===== src/rtl/pc_unit_pkg.sv =====
package pc_unit_pkg;

  typedef enum logic [2:0] {
    BK_ALWAYS = 3'd0,
    BK_LT     = 3'd1,
    BK_NE     = 3'd2,
    BK_EQ     = 3'd3,
    BK_GE     = 3'd4,
    BK_CS     = 3'd5,
    BK_CC     = 3'd6,
    BK_MI     = 3'd7
  } br_kind_e;

  typedef enum logic [1:0] {
    TS_SELF = 2'd0,
    TS_REL  = 2'd1,
    TS_REG  = 2'd2,
    TS_ABS  = 2'd3
  } tgt_sel_e;

  localparam int FLAG_W = 4;
  localparam int FL_N   = 3;
  localparam int FL_Z   = 2;
  localparam int FL_C   = 1;
  localparam int FL_V   = 0;

endpackage


===== src/rtl/pc_unit_rst_sync.sv =====
module pc_unit_rst_sync #(
  parameter int STAGES = 2
) (
  input  logic clk,
  input  logic rst_n,
  output logic run
);

  logic [STAGES-1:0] shift_q;
  logic [STAGES-1:0] shift_d;

  generate
    if (STAGES == 1) begin : g_one
      always_comb shift_d = 1'b1;
    end else begin : g_many
      always_comb shift_d = {shift_q[STAGES-2:0], 1'b1};
    end
  endgenerate

  always_ff @(posedge clk or negedge rst_n) begin
    if (!rst_n) begin
      shift_q <= '0;
    end else begin
      shift_q <= shift_d;
    end
  end

  assign run = shift_q[STAGES-1];

endmodule


===== src/rtl/pc_unit_cond.sv =====
module pc_unit_cond
  import pc_unit_pkg::*;
(
  input  logic [FLAG_W-1:0] flags,
  input  logic [2:0]        br_kind,
  output logic              cond_ok
);

  logic f_n, f_z, f_c, f_v, lt;

  assign f_n = flags[FL_N];
  assign f_z = flags[FL_Z];
  assign f_c = flags[FL_C];
  assign f_v = flags[FL_V];
  assign lt  = f_n ^ f_v;

  always_comb begin
    unique case (br_kind_e'(br_kind))
      BK_ALWAYS: cond_ok = 1'b1;
      BK_LT:     cond_ok = lt;
      BK_NE:     cond_ok = ~f_z;
      BK_EQ:     cond_ok = f_z;
      BK_GE:     cond_ok = ~lt;
      BK_CS:     cond_ok = f_c;
      BK_CC:     cond_ok = ~f_c;
      BK_MI:     cond_ok = f_n;
      default:   cond_ok = 1'b0;
    endcase
  end

endmodule


===== src/rtl/pc_unit_target.sv =====
module pc_unit_target
  import pc_unit_pkg::*;
#(
  parameter int ADDR_W = 16,
  parameter int IR_W   = 16,
  parameter int OFF_W  = 8,
  parameter int ABS_W  = 12
) (
  input  logic [ADDR_W-1:0] pc,
  input  logic [IR_W-1:0]   ir,
  input  logic [ADDR_W-1:0] reg_a,
  input  logic [1:0]        tgt_sel,
  output logic [ADDR_W-1:0] target
);

  localparam int EXT_W = ADDR_W - OFF_W;

  logic [ADDR_W-1:0] off_sx;
  logic [ADDR_W-1:0] rel_tgt;
  logic [ADDR_W-1:0] abs_tgt;

  assign off_sx  = {{EXT_W{ir[OFF_W-1]}}, ir[OFF_W-1:0]};
  assign rel_tgt = pc + off_sx;

  // keep the page bits of the PC above the absolute field, when there are any
  generate
    if (ABS_W < ADDR_W) begin : g_paged
      assign abs_tgt = {pc[ADDR_W-1:ABS_W], ir[ABS_W-1:0]};
    end else begin : g_flat
      assign abs_tgt = ir[ADDR_W-1:0];
    end
  endgenerate

  always_comb begin
    unique case (tgt_sel_e'(tgt_sel))
      TS_SELF: target = pc;
      TS_REL:  target = rel_tgt;
      TS_REG:  target = reg_a;
      TS_ABS:  target = abs_tgt;
      default: target = pc;
    endcase
  end

endmodule


===== src/rtl/pc_unit.sv =====
module pc_unit
  import pc_unit_pkg::*;
#(
  parameter int ADDR_W      = 16,
  parameter int IR_W        = 16,
  parameter int OFF_W       = 8,
  parameter int ABS_W       = 12,
  parameter int SYNC_STAGES = 2
) (
  input  logic              clk,
  input  logic              rst_n,
  input  logic [IR_W-1:0]   ir,
  input  logic [ADDR_W-1:0] reg_a,
  input  logic [3:0]        flags,
  input  logic              br_req,
  input  logic [2:0]        br_kind,
  input  logic [1:0]        tgt_sel,
  output logic [ADDR_W-1:0] pc,
  output logic [ADDR_W-1:0] pc_next
);

  logic              run;
  logic              cond_ok;
  logic              taken;
  logic              pc_en;
  logic [ADDR_W-1:0] target;
  logic [ADDR_W-1:0] pc_q;
  logic [ADDR_W-1:0] pc_d;

  pc_unit_rst_sync #(.STAGES(SYNC_STAGES)) u_sync (
    .clk   (clk),
    .rst_n (rst_n),
    .run   (run)
  );

  pc_unit_cond u_cond (
    .flags   (flags),
    .br_kind (br_kind),
    .cond_ok (cond_ok)
  );

  pc_unit_target #(
    .ADDR_W (ADDR_W),
    .IR_W   (IR_W),
    .OFF_W  (OFF_W),
    .ABS_W  (ABS_W)
  ) u_tgt (
    .pc      (pc_q),
    .ir      (ir),
    .reg_a   (reg_a),
    .tgt_sel (tgt_sel),
    .target  (target)
  );

  // next-state
  always_comb begin
    taken = br_req & cond_ok;
    pc_d  = taken ? target : pc_q + {{(ADDR_W-1){1'b0}}, 1'b1};
  end

  assign pc_en = run;

  // register
  always_ff @(posedge clk or negedge rst_n) begin
    if (!rst_n) begin
      pc_q <= '0;
    end else if (!run) begin
      pc_q <= '0;
    end else if (pc_en) begin
      pc_q <= pc_d;
    end
  end

  assign pc      = pc_q;
  assign pc_next = pc_d;

endmodule


===== config.mk =====
export PLATFORM = sky130hd
export DESIGN_NAME = pc_unit
export DESIGN_NICKNAME = d
export VERILOG_FILES = /design/src/rtl/pc_unit_pkg.sv /design/src/rtl/pc_unit_rst_sync.sv /design/src/rtl/pc_unit_cond.sv /design/src/rtl/pc_unit_target.sv /design/src/rtl/pc_unit.sv
export SDC_FILE = /design/constraint.sdc
export NUM_CORES = 1
export LEC_CHECK = 0
export BUFFER_PORTS_ARGS = -buffer_cell sky130_fd_sc_hd__buf_2
export CORE_MARGIN = 1
export CORE_UTILIZATION = 53
export CTS_CLUSTER_SIZE = 40
export DETAILED_ROUTE_END_ITERATION = 6
export GPL_ROUTABILITY_DRIVEN = 0
export GPL_TIMING_DRIVEN = 0
export PLACE_DENSITY = 0.81
export SYNTH_ARGS = -nofsm -noshare
export SYNTH_HDL_FRONTEND = slang
export SYNTH_SLANG_ARGS = --single-unit

===== constraint.sdc =====
create_clock -name clk -period 3.1 [get_ports clk]
set_input_delay 0.465 -clock clk [delete_from_list [all_inputs] [get_ports clk]]
set_output_delay 0.465 -clock clk [all_outputs]
set_load 0.02 [all_outputs]

[Word-level counts from Yosys, hierarchy flattened]
Index checks and enable logic that the tools add are counted.
Cells by class
  add/sub/neg operators: 2
  equal/unequal tests: 10
  mux-type cells: 4
  bitwise logic cells: 5
  reduce and logical (&&, ||, !) cells: 2
Operator list (number)
  $pmux W16 S4: 1
  $mux W16: 2
  $add A16 B1 Y16 const B: 1
  $add A16 B16 Y16: 1
  $eq A3 B3 Y1 const B: 4
  $pmux W1 S8: 1
  $eq A3 B2 Y1 const B: 2
  $eq A2 B2 Y1 const B: 2
  $eq A3 B1 Y1 const B: 1
  $logic_not A3 Y1: 1
  $not A1 Y1: 3
  $eq A2 B1 Y1 const B: 1
  $logic_not A2 Y1: 1
  $and A1 B1 Y1: 1
  $xor A1 B1 Y1: 1
Storage, ports and cells
  bits in registers: 18
  output and inout port bits: 32
  word-level logic and storage cells: 25

[Longest topological paths before layout]
Gate-level depths: netlist of run 1.
  depth in word-level cells: 6
  gate-level depth with buffers: 9
  mapped depth without buffers: 9

[Modules after synthesis]
Synthesis of run 1 repeated with hierarchy kept, for this count alone.
Second synthesis, totals
  cell total of the unflattened synthesis: 254
  area, all modules: 2254.7 um2
By module, submodules not included
  pc_unit_target: times used 1, cells an instance 128, area an instance 1109.8 um2, seq. area each 0.0 um2
  pc_unit: times used 1, cells an instance 111, area an instance 1019.7 um2, seq. area each 400.4 um2
  pc_unit_cond: times used 1, cells an instance 12, area an instance 71.3 um2, seq. area each 0.0 um2
  pc_unit_rst_sync: times used 1, cells an instance 3, area an instance 53.8 um2, seq. area each 50.0 um2

[Worst setup path before layout of run 1]
OpenSTA, ideal clock, no wires.
  path type: register to output
  from: register pc_q[6] (netlist: pc[6])
  to: output port pc_next[15]
  arrival: 2598 ps
  required time: 2635 ps
  slack: 37 ps
  cell stages (with the launch flop): 9
  buffers on the path: 1
  path through: dfrtp_1 ha_1 buf_6 a211o_1 a221o_1 a311oi_2 o211ai_1 o211a_1 o31ai_1
On the way
  word-level cells in the longest chain between the ends: 3
  elaborated cells between the ends (all ways): 4
  classes of those cells: 2 x add/sub; 2 x mux
Ends and longest elaborated chain
  from (decl): line pc_unit.sv:27  | logic [ADDR_W-1:0] pc_q;
  from (signal assigned): line pc_unit.sv:70  | pc_q <= pc_d;
  $add A16 B16 Y16: line pc_unit_target.sv:23  | assign rel_tgt = pc + off_sx;
  $pmux W16 S4: line pc_unit_target.sv:35  | unique case (tgt_sel_e'(tgt_sel))
  $mux W16 (*): line pc_unit.sv:58  | pc_d = taken ? target : pc_q + {{(ADDR_W-1){1'b0}}, 1'b1};
  to (decl): line pc_unit.sv:19  | output logic [ADDR_W-1:0] pc_next
Mark *: on every way between the ends. The rest lies on a longest branch, timed or not.

[Worst setup path after layout of run 1]
  from: register pc_q[6] (netlist: pc[6])
  to: output port pc_next[11]
The elaborated chain is that of the path after synthesis.

==> results of run 1 <==
## layout by cell type, fill, tap and decap left out, types with 12 or more instances in the layout
master   synthesis  routed
mux2i_1         20      20
buf_4            1      26
buf_2            9      72
inv_1           18      17
nor2_1          24      23
a21oi_1         17      14
and2_1          12      12
o21ai_0         17      17
nand2_1         16      16
## final cells by class
cell class | instances | area (um^2) | share of cell area
Buffer | 16 | 76.3 | 0.0224
Clock buffer | 3 | 41.3 | 0.0121
Inverter | 18 | 67.6 | 0.0198
Multi-Input combinational cell | 262 | 2180 | 0.639
Sequential cell | 18 | 459 | 0.134
Tap cell | 52 | 65.1 | 0.0191
Timing Repair Buffer | 91 | 524 | 0.154
## registers in the layout, indices dropped and copies added (netlist names)
register        cells
pc                 16
u_sync.shift_q      2
## power by group
group | internal [mW] | total, mW | switching (mW)
combinational | 0.336 | 0.766 | 0.430
clock | 0.0866 | 0.172 | 0.0852
sequential | 0.260 | 0.305 | 0.0456
## worst register-to-register path, delay by kind of cell, from the launching register on
family / cells / cell delay, ps
compound gates: 5 / 1200
flops: 1 / 440
buf+inv: 2 / 330
fa+ha+maj: 1 / 260
simple gates: 1 / 110
## cell families (layout without fill, tap and decap cells)
| kind of cell | count (synthesis) | after routing | share of synthesized area |
|---|---|---|---|
| multiplexers | 30 | 30 | 0.132 |
| other | 1 | 1 | 0.00146 |
| AO/OA/AOI/OAI | 105 | 105 | 0.310 |
| XOR/XNOR | 6 | 6 | 0.0204 |
| AND/OR/NAND/NOR | 103 | 103 | 0.213 |
| buffers and inverters | 37 | 128 | 0.0627 |
| adder cells (fa/ha/maj) | 17 | 17 | 0.0856 |
| flip-flops | 18 | 18 | 0.175 |
## worst max-delay path by stage
stage,from,end,slack (ps)
floorplan,pc[6],pc_next[15],40
global placement,ir[0],pc_next[10],-150
detailed placement,ir[0],pc_next[10],-180
CTS,pc[6],pc_next[15],-130
global route,pc[8],pc_next[15],-100
finish,pc[6],pc_next[11],-90
## layer usage
metal / track usage / vias up / part of all wire / wire length, um
li1: - / 1403 / - / -
met1: 0.396 / 1458 / 0.37 / 3310
met2: 0.539 / 298 / 0.48 / 4300
met3: 0.0464 / 43 / 0.10 / 894
met4: 0.118 / 0 / 0.043 / 380
met5: 0 / - / 0 / 0
## cell usage after synthesis, drive strengths merged, types with 4 or more instances
| master | count | area share |
|---|---|---|
| a31oi | 5 | 0.015 |
| mux2i | 20 | 0.078 |
| a21oi | 17 | 0.033 |
| a311oi | 6 | 0.025 |
| a211oi | 7 | 0.020 |
| nor3 | 12 | 0.023 |
| nand4 | 4 | 0.0097 |
| and2 | 12 | 0.029 |
| buf | 12 | 0.026 |
| a221oi | 6 | 0.025 |
| and3 | 7 | 0.017 |
| xnor2 | 4 | 0.014 |
| nor2 | 24 | 0.035 |
| o22ai | 4 | 0.0097 |
| nand2 | 16 | 0.023 |
| ha | 16 | 0.078 |
| nand3 | 10 | 0.019 |
| clkbuf | 7 | 0.010 |
| o21ai | 18 | 0.035 |
| o31ai | 6 | 0.023 |
| dfrtp | 18 | 0.18 |
| mux2 | 8 | 0.036 |
| inv | 18 | 0.026 |
| o21a | 6 | 0.018 |
## per-stage QoR
stage / cells / TNS (ps) / instance area [um^2] / hold WS [ps] / setup WS (ps)
floorplan: 317 / 0 / 2570 / 169 / 36.9
global placement: 439 / -397 / 2990 / 331 / -153
detailed placement: 439 / -501 / 2990 / 336 / -184
CTS: 449 / -359 / 3180 / 153 / -132
global route: 460 / -398 / 3410 / 164 / -104
finish: 460 / -209 / 3410 / 133 / -94.7
## repair_timing
action / CTS / global route
endpoints found under the hold margin: 0 / 0
pin swaps: 5 / 15
resized for setup: 20 / 30
setup buffers: 7 / 14
endpoints found under the setup margin: 8 / 11
cloned: 0 / 0
==> out/qor.yml, run 1 <==
rr_endpoint: "pc[15]"
violations: "design-rule violations, negative setup slack"
power_mw: 1.24
worst_clock_skew_ps: 12.5
synth_edf_count: 0
tightest_slew_ps: 745
post_drt_wl_per_cell_um: 19.3
utilization: 0.758
cts_tree: "done"
required_ps: 2630
detail-route-antenna-nets: 0
setup-violations-final: 4
setup_ws_ps: -94.7
dieArea_um2: 5140
grt_setup_unrepaired: "yes"
grt_pass1_vias: 2694
floorplan.initialDensity: 0.571
powerDensity_nw_per_um2: 364
n_fill_cell: 332
track_usage: 0.313
ys_types: 68
grt_max_degree: 19
cap_violations: 0
grt_overflow_total: 0
finalCritPeriodShare: 1.03
antenna_found_initial: 0
ys.flop_type: "dfrtp_1"
seq_area_frac_synth: 0.175
worst-path-stages: 9
start_kind: "flop"
diodes: 0
arrival_ps: 2730
drt_iter0_drc: 406
cts.sinks: 18
finalCriticalPeriod_ps: 3190
drc: 5
dp_hpwl_mm: 5.90
slew_viol_final: 0
leakagePower_nw: 1.56
syn_nets: 378
critPathBufInv: 2
synthArstFlopShare: 1.00
nNetsFinal: 471
slew_headroom: 0.499
coreArea_um2: 4500
rr_startpoint: "pc[6]"
cts_hold_buf: 0
yosysWarningCount: 0
portBuffers: 70
hold_viol_final: 0
ys_ff_latch: 18
worstPathMaxFanout: 4
grt_pass1_wl_mm: 12.7
hp-class: "input port to asynchronous set/reset pin"
cp_slowest_cell: "dfrtp_2"
insertion_delay_ps: 260
r2r_slack_ps: 660
path_cells: "ha_4 -> a211o_1 -> a221o_1 -> a311oi_4 -> buf_4 -> o2bb2ai_4 -> o32ai_4 -> a31oi_1 -> buf_4"
fmax_mhz: 313
crit_type: "flop to primary output"
drt_wl_total_mm: 8.89
critPathCaptureType: "primary output"
synth_area_um2: 2570
cts-root-buf: "clkbuf_8"
synth.avg_cell_area_um2: 8.12
clk_path_buf_depth: 2
cpPeakStageDelay_ps: 440
rr_worst_depth: 9
boundaryPins: 76
cts_max_level: 1
die_width_um: 71.7
irDropWorstVdd_mv: 0.292
cpMostUsedCell: "buf_4"
clkTransAtPathRegs_ps: 80
first_pass_iters: 7
cts_buffers: 3
syn_to_final_growth_pct: 32.7
via_count: 3202
syn_inst: 317
dieHeight_um: 71.7
drt-vias-per-instance: 6.96
critPathTopFamily: "compound AO/OA/AOI/OAI gates"
drive_above_1_share: 0.380
status: "finished, violations left"
rows: 24
Power figures use the tool's default switching activity.
==> run 2: changes to the inputs <==
==> constraint.sdc (replaced) <==
create_clock -name clk -period 3.1 [get_ports clk]
set_input_delay 0.62 -clock clk [delete_from_list [all_inputs] [get_ports clk]]
set_output_delay 0.62 -clock clk [all_outputs]
set_load 0.02 [all_outputs]
==> run 2 against run 1 <==
Net effect: the flow finishes with violations (negative setup slack); design area up 6.7%; critical endpoint is now pc_next[6]; clock-buffer cell count is 1 higher; highest routed layer unchanged; via count is 1.5% lower; sequential power barely moved; register-to-register slack worse by 30 ps; hold slack improved by 160 ps; first-iteration DRC count fell by 17%; die area stayed put.
==> out/qor.yml, run 2 (same netlist as run 1, synthesis figures left out) <==
power_mw: 1.33  # was 1.24 mW
powerDensity_nw_per_um2: 366  # was 364 nW/um^2
clk_path_buf_depth: 2  # unchanged
worstPathMaxFanout: 5  # was 4
final_common_cell: "buf_2"  # unchanged
cap_violations: 0  # unchanged
rows: 24  # unchanged
status: "finished, violations left"  # unchanged
finalCritPeriodShare: 1.05  # was 1.03
slew_viol_final: 0  # unchanged
drt_wl_total_mm: 9.18  # was 8.89 mm
violations: "negative setup slack"  # was design-rule violations, negative setup slack
dieHeight_um: 71.7  # unchanged
syn_to_final_growth_pct: 41.6  # was 32.7%
drt-vias-per-instance: 6.80  # was 6.96
arrival_ps: 2630  # was 2730 ps
cpMostUsedCell: "buf_4"  # unchanged
cts_max_level: 1  # unchanged
clkTransAtPathRegs_ps: 70  # was 80 ps
cts_hold_buf: 0  # unchanged
boundaryPins: 76  # unchanged
fmax_mhz: 307  # was 313 MHz
drt_iter0_drc: 337  # was 406
detail-route-antenna-nets: 0  # unchanged
cts-root-buf: "clkbuf_8"  # unchanged
via_count: 3155  # was 3202
hold_viol_final: 0  # unchanged
portBuffers: 70  # unchanged
cpPeakStageDelay_ps: 490  # was 440 ps
post_drt_wl_per_cell_um: 19.8  # was 19.3 um
grt_overflow_total: 0  # unchanged
utilization: 0.809  # was 0.758
cp_slowest_cell: "or4b_4"  # was dfrtp_2
crit_type: "input port to primary output"  # was flop to primary output
setup-violations-final: 8  # was 4
cts_buffers: 3  # unchanged
setup_ws_ps: -155  # was -94.7 ps
die_width_um: 71.7  # unchanged
hp-class: "input port to asynchronous set/reset pin"  # unchanged
slew_headroom: 0.585  # was 0.499
layout_common_cells: "buf_2 (60), buf_4 (33), nor2_1 (23), mux2i_1 (20)"  # was buf_2 (72), buf_4 (26), nor2_1 (23), mux2i_1 (20)
grt_pass1_vias: 2799  # was 2694
antenna_found_initial: 0  # unchanged
met3_usage: 0.0352  # was 0.0464
grt_pass1_wl_mm: 13.3  # was 12.7 mm
n_fill_cell: 290  # was 332
diodes: 0  # unchanged
tightest_slew_ps: 622  # was 745 ps
coreArea_um2: 4500  # unchanged
preCtsSetupSlack_ps: -465  # was -184 ps
start_kind: "input port"  # was flop
use_met1: 0.417  # was 0.396
path_cells: "buf_8 -> ha_4 -> inv_2 -> fa_2 -> nor2b_4 -> o31a_4 -> buf_4 -> or4b_4 -> a31oi_4 -> a221oi_2 -> buf_4"  # was ha_4 -> a211o_1 -> a221o_1 -> a311oi_4 -> buf_4 -> o2bb2ai_4 -> o32ai_4 -> a31oi_1 -> buf_4
dieArea_um2: 5140  # unchanged
grt.busiest_layer: "met2"  # unchanged
insertion_delay_ps: 260  # about the same
drive_above_1_share: 0.434  # was 0.380
largest_reg_flops: 16  # unchanged
cts.sinks: 18  # unchanged
irDropWorstVdd_mv: 0.366  # was 0.292 mV
grt_max_degree: 19  # unchanged
grt_setup_unrepaired: "yes"  # unchanged
track_usage: 0.330  # was 0.313
drc: 0  # was 5
first_pass_iters: 5  # was 7
worst_clock_skew_ps: 2.33  # was 12.5 ps
required_ps: 2480  # was 2630 ps
nNetsFinal: 474  # was 471
leakagePower_nw: 1.65  # was 1.56 nW
finalCriticalPeriod_ps: 3250  # was 3190 ps
grt.met2_usage: 0.580  # was 0.539
critPathCaptureType: "primary output"  # unchanged
cts_tree: "done"  # unchanged
dp_hpwl_mm: 5.87  # was 5.90 mm
floorplan.initialDensity: 0.571  # unchanged
## run 2: changes by cell type in the layout (fill, tap and decap cells not counted), sizes merged
cell	change
buf	+1
clkbuf	+3
## run 2: where the power goes
| group | switching [mW] | total [mW] | leakage (nW) | internal (mW) |
|---|---|---|---|---|
| clock | 0.0880 | 0.201 | 0.0288 | 0.113 |
| combinational | 0.458 | 0.829 | 1.40 | 0.371 |
| sequential | 0.0417 | 0.302 | 0.224 | 0.260 |
| total | 0.588 | 1.33 | 1.65 | 0.744 |
## run 2: repair_timing
item | in CTS | in global routing
pin swaps | 21 | 24
setup buffers | 12 | 13
setup endpoints to repair | 12 | 14
resized for setup | 46 | 45
## run 2: final timing paths
check / from / slack (ps) / depth (start not counted) / endpoint
max in group asynchronous: rst_n / 2470 / 1 / pc[10]
worst max-delay path: ir[0] / -150 / 11 / pc_next[6]
min in group clk: u_sync.shift_q[0] / 360 / 0 / u_sync.shift_q[1]
worst min-delay path: rst_n / 290 / 1 / pc[12]
worst min register to register: u_sync.shift_q[0] / 360 / 0 / u_sync.shift_q[1]
worst max register to register: pc[6] / 630 / 9 / pc[15]
## run 2: critical path, delay by kind of cell
kind | cells | cell delay (ps)
buf+inv | 4 | 480
compound gates | 3 | 600
simple gates | 2 | 540
fa+ha+maj | 2 | 380
## run 2: routing by layer
metal | wire (um) | vias up
li1 | - | 1419
met1 | 3630 | 1474
met2 | 4430 | 210
met3 | 698 | 52
met4 | 417 | 0
met5 | 0 | -
## run 2: area by class of cell
cell class | count | area, um^2 | share of cell area
buffer | 16 | 86.3 | 0.0237
sequential | 18 | 460 | 0.126
inverter | 18 | 67.6 | 0.0185
clock buffer | 4 | 55.1 | 0.0151
tap | 52 | 65.1 | 0.0179
timing repair buffer | 94 | 607 | 0.167
multi-input combinational | 262 | 2300 | 0.632
## run 2: per-stage QoR
step | area [um^2] | hold slack, ps | instances | TNS (ps)
floorplan | 2630 | 324 | 317 | 0
global placement | 3050 | 332 | 439 | -2650
detailed placement | 3050 | 343 | 439 | -2770
CTS | 3370 | 299 | 452 | -1480
global route | 3640 | 311 | 464 | -1300
finish | 3640 | 293 | 464 | -807
==> run 3: changes to the inputs <==
--- a/config.mk
+++ b/config.mk
@@ -7,12 +7,12 @@
 export LEC_CHECK = 0
 export BUFFER_PORTS_ARGS = -buffer_cell sky130_fd_sc_hd__buf_2
 export CORE_MARGIN = 1
-export CORE_UTILIZATION = 53
+export CORE_UTILIZATION = 57
 export CTS_CLUSTER_SIZE = 40
 export DETAILED_ROUTE_END_ITERATION = 6
 export GPL_ROUTABILITY_DRIVEN = 0
 export GPL_TIMING_DRIVEN = 0
-export PLACE_DENSITY = 0.81
+export PLACE_DENSITY = 0.86
 export SYNTH_ARGS = -nofsm -noshare
 export SYNTH_HDL_FRONTEND = slang
 export SYNTH_SLANG_ARGS = --single-unit
==> constraint.sdc (replaced) <==
create_clock -name clk -period 4 [get_ports clk]
set_input_delay 0.8 -clock clk [delete_from_list [all_inputs] [get_ports clk]]
set_output_delay 0.8 -clock clk [all_outputs]
set_load 0.02 [all_outputs]
==> run 3 against run 2 <==
Net effect: the run now ends clean; clock-buffer cell count shrank 1; clock power shrank 34%; sequential share of layout area rose by 2.2 points; global-route usage is 1.6 points lower; die area fell by 6.8%; combinational power is 41% lower; via count down 7.1%; total power decreased by 36%; sequential power fell by 22%; critical path depth decreased by 2; core utilization is 11 points lower; wire length fell by 17%; critical endpoint is now pc_next[15].
==> out/qor.yml, run 3 (same netlist as run 1, synthesis figures left out) <==
status: "complete, no violations"  # was finished, violations left
finalCriticalPeriod_ps: 3920
irDropWorstVdd_mv: 0.216  # was 0.366 mV
cts_buffers: 3  # unchanged
start_kind: "input port"  # unchanged
grt_pass1_wl_mm: 12.2  # was 13.3 mm
critPathCaptureType: "primary output"  # unchanged
setup_ws_ps: 78.8  # was -155 ps
via_count: 2931  # was 3155
rows: 24  # unchanged
clkTransAtPathRegs_ps: 60  # was 70 ps
syn_to_final_growth_pct: 18.2  # was 41.6%
dp.cells: 439  # unchanged
finalCritPeriodShare: 0.980
p_sw_frac: 0.457  # was 0.441
leakagePower_nw: 1.46  # was 1.65 nW
diodes: 0  # unchanged
cts_hold_buf: 0  # unchanged
setup-violations-final: 0  # was 8
portBuffers: 70  # unchanged
coreArea_um2: 4350  # was 4500 um^2
seqPwrFrac: 0.274  # was 0.226
grt_pass1_vias: 2652  # was 2799
switchingPower_uw: 391  # was 588 uW
cts-root-buf: "clkbuf_8"  # unchanged
fmax_mhz: 255
combPwrFrac: 0.571  # was 0.623
final.setup.tns_ps: 0  # was -807 ps
hp-class: "flop to flop"  # was input port to asynchronous set/reset pin
drt_wl_total_mm: 7.63  # was 9.18 mm
detail-route-antenna-nets: 0  # unchanged
post-cts-setup-buffer-count: 0  # was 12
floorplan.initialDensity: 0.591  # was 0.571
hold_viol_final: 0  # unchanged
drc: 0  # unchanged
insertion_delay_ps: 270  # was 260 ps
dp_hpwl_mm: 5.80  # was 5.87 mm
preCtsSetupSlack_ps: 96.5  # was -465 ps
powerDensity_nw_per_um2: 281  # was 366 nW/um^2
ff_latch_area_um2: 450  # was 460 um^2
cts_resized: 0  # was 46
die_width_um: 69.2  # was 71.7 um
n_fill_cell: 375  # was 290
dieArea_um2: 4790  # was 5140 um^2
nNetsFinal: 453  # was 474
drt-vias-per-instance: 6.63  # was 6.80
grt_setup_unrepaired: "no"  # was yes
clk_path_buf_depth: 2  # unchanged
track_usage: 0.314  # was 0.330
p_int_uw: 465  # was 744 uW
drive_above_1_share: 0.267  # was 0.434
cts_max_level: 1  # unchanged
worstPathMaxFanout: 10  # was 5
layout_common_cells: "buf_2 (79), nor2_1 (24), mux2i_1 (20), inv_1 (18), dfrtp_1 (18)"  # was buf_2 (60), buf_4 (33), nor2_1 (23), mux2i_1 (20)
largest_reg_flops: 16  # unchanged
grt_overflow_total: 0  # unchanged
cap_violations: 0  # unchanged
required_ps: 3200  # was 2480 ps
post_drt_wl_per_cell_um: 17.3  # was 19.8 um
clkPwrFrac: 0.154  # was 0.151
first_pass_iters: 5  # unchanged
grt_max_degree: 19  # unchanged
arrival_ps: 3120  # was 2630 ps
slew_viol_final: 0  # unchanged
slew_headroom: 0.337  # was 0.585
multi_input_area_um2: 1970  # was 2300 um^2
worst_clock_skew_ps: 9.67  # was 2.33 ps
cts_tree: "done"  # unchanged
drt_iter0_drc: 276  # was 337
antenna_found_initial: 0  # unchanged
tightest_slew_ps: 985  # was 622 ps
final_common_cell: "buf_2"  # unchanged
fin_cells: 442  # was 464
dieHeight_um: 69.2  # was 71.7 um
boundaryPins: 76  # unchanged
crit_type: "input port to primary output"  # unchanged
cts.sinks: 18  # unchanged
run 3: cell types whose count changed in the layout (fill, tap and decap cells not counted), moves of 5 or more:
cell / change
buf_2: +19
dfrtp_2: -8
a21oi_1: +5
dfrtp_1: +8
ha_4: -8
a21oi_2: -5
buf_4: -32
ha_1: +9
run 3: worst max-delay path, cell delays in order:
cell	delay, ps
buf_2	180
ha_1	420
and4_4	240
a221o_1	400
a311oi_4	320
o211ai_1	150
o211a_1	140
o31ai_1	240
buf_2	220
run 3: per-layer routing:
layer / wire (um) / global-route usage / up-vias
li1: - / - / 1379
met1: 3120 / 0.395 / 1335
met2: 3620 / 0.528 / 182
met3: 572 / 0.0480 / 35
met4: 312 / 0.145 / 0
met5: 0 / 0 / -
run 3: area by class of cell:
cell class / count / area share
Inverter: 18 / 0.0222
Tap cell: 52 / 0.0214
Buffer: 19 / 0.0309
Timing Repair Buffer: 70 / 0.115
Multi-Input combinational cell: 262 / 0.649
Sequential cell: 18 / 0.148
Clock buffer: 3 / 0.0136
run 3: final timing paths:
kind                       depth (start not counted)              start                 to  slack (ps)
setup / recovery                                   9              ir[7]        pc_next[15]          80
hold / removal                                     0  u_sync.shift_q[0]  u_sync.shift_q[1]         350
setup reg to reg                                   9              pc[0]             pc[10]        1360
hold reg to reg                                    0  u_sync.shift_q[0]  u_sync.shift_q[1]         350
max in group asynchronous                          1              rst_n              pc[2]        3230
min in group asynchronous                          1              rst_n             pc[13]         460
run 3: power by group through the flow:
stage | Sequential (mW) | Combinational (mW) | Clock (mW)
after floorplan | 0.247 | 0.324 | 0
after CTS | 0.233 | 0.479 | 0.133
after detailed placement | 0.236 | 0.477 | 0
after global placement | 0.235 | 0.463 | 0
final | 0.235 | 0.489 | 0.132
after global routing | 0.237 | 0.528 | 0.140
run 3: through the flow:
stage	util	power, mW	hold slack [ps]	area, um^2
2_1_floorplan	-	0.571	331	2570
5_1_grt	0.698	0.904	369	3040
3_5_place_dp	0.686	0.713	336	2990
4_1_cts	0.696	0.845	351	3030
3_3_place_gp	0.686	0.698	331	2990
6_report	0.698	0.855	350	3040
